$ cat src/rtl/wr_cycle_pkg.sv
package wr_cycle_pkg;
  typedef struct packed {
    logic load;       // commit a new internal cycle
    logic statusSel;  // committed cycle targets the status bits
  } cycle_strobe_t;
endpackage

$ cat src/rtl/wr_cycle_ctrl.sv
module wr_cycle_ctrl
  import wr_cycle_pkg::*;
(
  input  logic          clk,
  input  logic          rstN,
  input  logic          csN,
  input  logic          wrSeqValid,
  input  logic          statusWrite,
  input  logic          wpN,
  input  logic          protEn,
  input  logic          busy,
  output logic          csHigh,
  output cycle_strobe_t strobe
);
  logic csRise;
  logic statusBlocked;

  always_ff @(posedge clk or negedge rstN) begin
    if (!rstN) csHigh <= 1'b1;
    else       csHigh <= csN;
  end

  assign csRise        = csN && !csHigh;
  assign statusBlocked = statusWrite && protEn && !wpN;

  always_comb begin
    strobe.load      = csRise && wrSeqValid && !busy && !statusBlocked;
    strobe.statusSel = statusWrite;
  end


  no_load_busy_chk: assert property (@(posedge clk) disable iff (!rstN)
    strobe.load |-> !busy);


  no_blocked_load_chk: assert property (@(posedge clk) disable iff (!rstN)
    (strobe.load && strobe.statusSel) |-> (wpN || !protEn));
endmodule

$ cat src/rtl/wr_cycle_dp.sv
module wr_cycle_dp
  import wr_cycle_pkg::*;
#(
  parameter int CYCLE_CLKS = 40,
  localparam int CNT_W = $clog2(CYCLE_CLKS + 1)
) (
  input  logic          clk,
  input  logic          rstN,
  input  cycle_strobe_t strobe,
  output logic          writeStart,
  output logic          busy,
  output logic          statusWrEn
);
  logic [CNT_W-1:0] cnt;

  always_ff @(posedge clk or negedge rstN) begin
    if (!rstN) begin
      cnt        <= '0;
      writeStart <= 1'b0;
      statusWrEn <= 1'b0;
    end else if (strobe.load) begin
      cnt        <= CNT_W'(CYCLE_CLKS);
      writeStart <= 1'b1;
      statusWrEn <= strobe.statusSel;
    end else begin
      writeStart <= 1'b0;
      if (cnt != '0) cnt <= cnt - CNT_W'(1);
      if (cnt == CNT_W'(1)) statusWrEn <= 1'b0;
    end
  end

  assign busy = (cnt != '0);


  start_busy_chk: assert property (@(posedge clk) disable iff (!rstN)
    writeStart |-> busy);


  busy_origin_chk: assert property (@(posedge clk) disable iff (!rstN)
    (busy && !writeStart) |-> $past(busy));


  single_pulse_chk: assert property (@(posedge clk) disable iff (!rstN)
    writeStart |=> !writeStart);


  status_in_cycle_chk: assert property (@(posedge clk) disable iff (!rstN)
    statusWrEn |-> busy);


  status_steady_chk: assert property (@(posedge clk) disable iff (!rstN)
    (busy && !writeStart) |-> $stable(statusWrEn));
endmodule

$ cat src/rtl/wr_cycle_guard.sv
module wr_cycle_guard
  import wr_cycle_pkg::*;
#(
  parameter int CYCLE_CLKS = 40
) (
  input  logic clk,
  input  logic rstN,
  input  logic csN,
  input  logic wrSeqValid,
  input  logic statusWrite,
  input  logic wpN,
  input  logic protEn,
  output logic writeStart,
  output logic busy,
  output logic standby,
  output logic statusWrEn
);
  cycle_strobe_t strobe;
  logic          csHigh;

  wr_cycle_ctrl u_ctrl (
    .clk         (clk),
    .rstN        (rstN),
    .csN         (csN),
    .wrSeqValid  (wrSeqValid),
    .statusWrite (statusWrite),
    .wpN         (wpN),
    .protEn      (protEn),
    .busy        (busy),
    .csHigh      (csHigh),
    .strobe      (strobe)
  );

  wr_cycle_dp #(.CYCLE_CLKS(CYCLE_CLKS)) u_dp (
    .clk        (clk),
    .rstN       (rstN),
    .strobe     (strobe),
    .writeStart (writeStart),
    .busy       (busy),
    .statusWrEn (statusWrEn)
  );

  assign standby = csHigh && !busy;


  standby_idle_chk: assert property (@(posedge clk) disable iff (!rstN)
    standby |-> !busy);


  standby_exit_chk: assert property (@(posedge clk) disable iff (!rstN)
    ($fell(busy) && csN && $past(csN)) |-> standby);
endmodule

$ cat config.mk
export PLATFORM = sky130hd
export DESIGN_NAME = wr_cycle_guard
export DESIGN_NICKNAME = d
export VERILOG_FILES = /design/src/rtl/wr_cycle_pkg.sv /design/src/rtl/wr_cycle_ctrl.sv /design/src/rtl/wr_cycle_dp.sv /design/src/rtl/wr_cycle_guard.sv
export SDC_FILE = /design/constraint.sdc
export NUM_CORES = 1
export LEC_CHECK = 0
export ABC_CLOCK_PERIOD_IN_PS = 1460
export BUFFER_PORTS_ARGS = -buffer_cell sky130_fd_sc_hd__buf_2
export CAP_MARGIN = 0
export CELL_PAD_IN_SITES_DETAIL_PLACEMENT = 1
export CELL_PAD_IN_SITES_GLOBAL_PLACEMENT = 2
export CORE_MARGIN = 1.5
export CORE_UTILIZATION = 28
export CTS_CLUSTER_SIZE = 25
export DETAILED_ROUTE_END_ITERATION = 10
export PLACE_DENSITY_LB_ADDON = 0.1
export SLEW_MARGIN = 10
export SYNTH_ARGS = -nofsm -noshare
export SYNTH_HDL_FRONTEND = slang
export SYNTH_SLANG_ARGS = --single-unit
$ cat constraint.sdc
create_clock -name clk -period 1.46 [get_ports clk]
set_input_delay 0.365 -clock clk [delete_from_list [all_inputs] [get_ports clk]]
set_output_delay 0.365 -clock clk [all_outputs]
set_load 0.05 [all_outputs]
==> run metrics, run 1 <==
Max FO, Critical Path=4; diode count=0; drt first pass iters=4; layout cells sized above 1=61.8%; DIE HEIGHT=44.7 um; synth warn=0; die span in x=44.7 um; total track usage=18.0%; Routed wire per std cell=16.7 um; Achievable Freq=551 MHz; final setup violation count=5; post-synth cell types=28; fin crit period=1.82 ns; number of fill cells=165; Clk Latency, worst-skew pair=0.26 ns; static leakage=0.374 nW; Clock Pin Slew Worst Setup and Hold Paths=0.07 ns; Final period util=124%; total grt overflow=0; vias in the first global route=579; Worst slew margin=72.1%; post-route ant nets=0; WS Path Type=reg -> out; failing checks=negative setup slack; Gate Count Post-Synth=43; #FFs+latches synth=9; CTS buffer count=3; Startpoint Class=flip-flop; IO Pins=11; Core Util, Final=53.6%; VDD IR max=0.000856 V; routability congestion estimate=0.781; Via density=5.39; sequential element share of the synthesized area=46.5%; Fin. Hold Viols=0; Syn Nets=53; PD cells=1930 mW/mm2; Post-DP HPWL=1.05 mm; most frequent cells in the layout=17 x buf_4, 8 x buf_2, 8 x dfrtp_1, 3 x clkbuf_4; H-Tree Depth=1; # nets final=87; Final WS setup=-0.355 ns; # placed instances=82; I/O Buffers=10; Layout Cells excl Fill=92; CTS tree=yes; Initial Util=31.2%; worst hold path class=in -> reg; Max-Cap Viols=0; post-route cell area=836 um2; Core ar.=0.00156 mm2; Slew Viols, Final=0; CTS max path bufs=2; CP endpoint kind=output pin; floorplan row count=14; initial antenna violation count=0; worst clock skew=0.00216 ns; RSZ-0062 raised after global routing=yes; WL final=1.53 mm; status=finished with violations; Min Hold Slack=0.227 ns; dpl ws=-0.128 ns; first-pass GRT wire length=2.50 mm; die area=0.00200 mm2; CP arrival=1.45 ns; most common cell after layout, fill and taps aside=buf_4; DRT iter0 DRCs=2; Residual DRC=0; synthesized area per cell=11.3 um2; Cell Area, Synth=487 um2; worst slew pin tran=0.415 ns; Placement Cell Area=677 um2; CP required=1.10 ns; layout overhead on the synthesized area=71.7%; Vias=496; total power=1.61 mW; clock sink count=9; pin count of the biggest net entering global routing=10; Setup TNS=-0.931 ns; CTS root buffer=clkbuf_4
[worst max-delay path, cell delays in order, from the launching register on]
cell and delay (ns):
dfrtp_1 0.41, nor4_4 0.37, and2_4 0.24, inv_6 0.03
buf_8 0.14
[metal layers]
layer  vias up  global-route usage [%]  routed length (um)
met5         -                       0                   0
met4         0                    9.09                  31
met3         4                    3.60                  48
met2        12                    33.3                 861
met1       251                    19.1                 590
li1        229                       -                   -
[logic make-up after synthesis]
kind of cell | share of synthesized area [%]
XOR/XNOR | 3.60
buffers and inverters | 2.31
AND/OR/NAND/NOR | 26.7
multiplexers | 2.31
adder cells (fa/ha/maj) | 7.71
flip-flops | 46.5
AO/OA/AOI/OAI | 10.8
[what timing repair did]
| item | 4_1_cts | 5_1_grt |
|---|---|---|
| setup buffers | 6 | 0 |
| gates resized for setup | 12 | 6 |
| hold buffers | 1 | 0 |
| endpoints found under the setup margin | 6 | 9 |
| pin swaps | 8 | 2 |
| endpoints found under the hold margin | 8 | 0 |
[sequential cells by signal (all words and copies together), names as in the netlist]
signal	count
u_ctrl.csHigh	1
u_dp.cnt	6
u_dp.statusWrEn	1
u_dp.writeStart	1
[final cells by class]
class                   instances  area [um2]  area share [%]
multi-input cells              31         328            39.2
well taps                      16        20.0            2.40
inverters                       3        16.3            1.95
clock buffers                   4        26.3            3.14
repair buffers                 29         219            26.2
flip-flops and latches          9         226            27.1
[worst paths after layout]
check	end	slack, ns	depth (start not counted)	from
hold reg to reg	u_dp.statusWrEn	0.62	2	u_dp.statusWrEn
min in group asynchronous	u_dp.writeStart	0.48	2	rstN
setup / recovery	busy	-0.36	4	u_dp.cnt[4]
hold / removal	u_ctrl.csHigh	0.23	1	csN
setup reg to reg	u_dp.cnt[5]	-0.11	4	u_dp.cnt[1]
max in group asynchronous	u_ctrl.csHigh	0.72	2	rstN
[power by group]
group | leakage [nW] | internal, mW | switching, mW
Sequential | 0.105 | 0.355 | 0.101
Combinational | 0.254 | 0.519 | 0.438
Clock | 0.0150 | 0.106 | 0.0943
[synthesized netlist by cell type]
cell type  n  share of area, %
dfrtp_1    8                41
ha_1       3               7.7
a211oi_1   2               3.1
inv_1      2               1.5
nor2_1     2               1.5
nor4_2     2               5.1
or3_1      2               2.6
xnor2_1    2               3.6
a21oi_1    1               1.0
a31oi_1    1               1.3
and2_2     1               1.5
and3_1     1               1.3
and3b_1    1               1.8
and4_1     1               1.8
and4b_1    1               2.1
dfstp_2    1               5.4
inv_2      1              0.77
mux2_2     1               2.3
nand2_1    1              0.77
nand2b_1   1               1.3
nand3b_1   1               1.5
nor2b_1    1               1.3
nor3_1     1               1.0
nor3b_1    1               1.5
o2bb2ai_1  1               1.8
o311a_1    1               2.1
o31ai_1    1               1.5
or4_1      1               1.5
Power figures use the tool's default switching activity.
==> run 2, diff against run 1 <==
--- a/config.mk
+++ b/config.mk
@@ -10,7 +10,6 @@
 export CAP_MARGIN = 0
 export CELL_PAD_IN_SITES_DETAIL_PLACEMENT = 1
 export CELL_PAD_IN_SITES_GLOBAL_PLACEMENT = 2
-export CORE_MARGIN = 1.5
 export CORE_UTILIZATION = 28
 export CTS_CLUSTER_SIZE = 25
 export DETAILED_ROUTE_END_ITERATION = 10
==> run metrics, run 2 (synthesized netlist as in run 1, its figures left out) <==
status=finished with violations; failing checks=negative setup slack; most common cell after layout, fill and taps aside=buf_4; Final WS setup=-0.382 ns; # placed instances=81; IO Pins=11; Clk Latency, worst-skew pair=0.26 ns; initial antenna violation count=0; CP arrival=1.48 ns; Post-DP HPWL=1.00 mm; post-route ant nets=0; H-Tree Depth=1; Max-Cap Viols=0; layout overhead on the synthesized area=72.5%; Initial Util=31.2%; CTS buffer count=3; routability congestion estimate=0.809; CTS tree=yes; worst clock skew=0.00712 ns; Vias=467; fin crit period=1.84 ns; max reg flops=6; PD cells=1920 mW/mm2; total track usage=18.6%; drt first pass iters=2; Setup TNS=-1.11 ns; static leakage=0.385 nW; VDD IR max=0.000888 V; Min Hold Slack=0.220 ns; clock sink count=9; Routed wire per std cell=16.1 um; worst hold path class=in -> reg; Core ar.=0.00156 mm2; I/O Buffers=10; CTS max path bufs=2; Residual DRC=0; Core Util, Final=53.9%; CP endpoint kind=output pin; Startpoint Class=flip-flop; WS Path Type=reg -> out; floorplan row count=14; Clock Pin Slew Worst Setup and Hold Paths=0.07 ns; worst slew pin tran=0.340 ns; vias in the first global route=522; final setup violation count=6; Placement Cell Area=669 um2; WL final=1.47 mm; Layout Cells excl Fill=91; CP required=1.10 ns; total grt overflow=0; post-route cell area=840 um2; Reg with most FFs=u_dp.cnt; Worst slew margin=77.1%; # nets final=86; Max FO, Critical Path=4; diode count=0; Reg2Reg Setup Slack=-0.16 ns; Final period util=126%; layout cells sized above 1=64.0%; DIE HEIGHT=43.7 um; DRT iter0 DRCs=3; first-pass GRT wire length=2.48 mm; CTS root buffer=clkbuf_4; pin count of the biggest net entering global routing=10; Via density=5.13; Slew Viols, Final=0; die span in x=43.7 um; Achievable Freq=543 MHz; Fin. Hold Viols=0; RSZ-0062 raised after global routing=yes; most frequent cells in the layout=16 x buf_4, 8 x buf_2, 8 x dfrtp_1, 3 x clkbuf_4; total power=1.61 mW; die area=0.00191 mm2; dpl ws=-0.174 ns
run 2: worst max-delay path, cell delays in order (launching register included):
cell	delay (ns)
dfrtp_1	0.41
nor4_4	0.40
and2_4	0.24
inv_6	0.03
buf_8	0.14
run 2: what timing repair did:
item	in CTS	in global routing
gates resized for setup	13	7
setup buffers	7	1
setup endpoints to repair	7	9
pin swaps	9	3
endpoints found under the hold margin	8	0
hold buffers	1	0
run 2: worst paths after layout:
| check | startpoint | end | cells past startpoint |
|---|---|---|---|
| setup reg to reg | u_dp.cnt[5] | u_dp.cnt[0] | 5 |
| max in group asynchronous | rstN | u_ctrl.csHigh | 2 |
| setup / recovery | u_dp.cnt[5] | busy | 4 |
| hold / removal | csN | u_ctrl.csHigh | 1 |
| min in group asynchronous | rstN | u_dp.cnt[5] | 2 |
| hold reg to reg | u_dp.statusWrEn | u_dp.statusWrEn | 2 |
run 2: power breakdown:
group / total (mW) / switching, mW / leakage (nW) / internal (mW)
Clock: 0.197 / 0.0957 / 0.0177 / 0.101
Combinational: 0.954 / 0.437 / 0.262 / 0.516
Sequential: 0.461 / 0.107 / 0.105 / 0.354
run 2: cell type report:
type,instances,area (um2)
Fill cell,166,719
Multi-Input combinational cell,31,338
Sequential cell,9,226
Timing Repair Buffer,28,211
Clock buffer,3,22.5
Tap cell,16,20.0
Inverter,3,16.3
Clock inverter,1,5.00
run 2: routing by layer:
metal | track usage [%] | part of all wire, %
met2 | 31.9 | 54
met1 | 23.4 | 43
met4 | 7.50 | 0.27
met3 | 2.50 | 2.3
met5 | 0 | 0
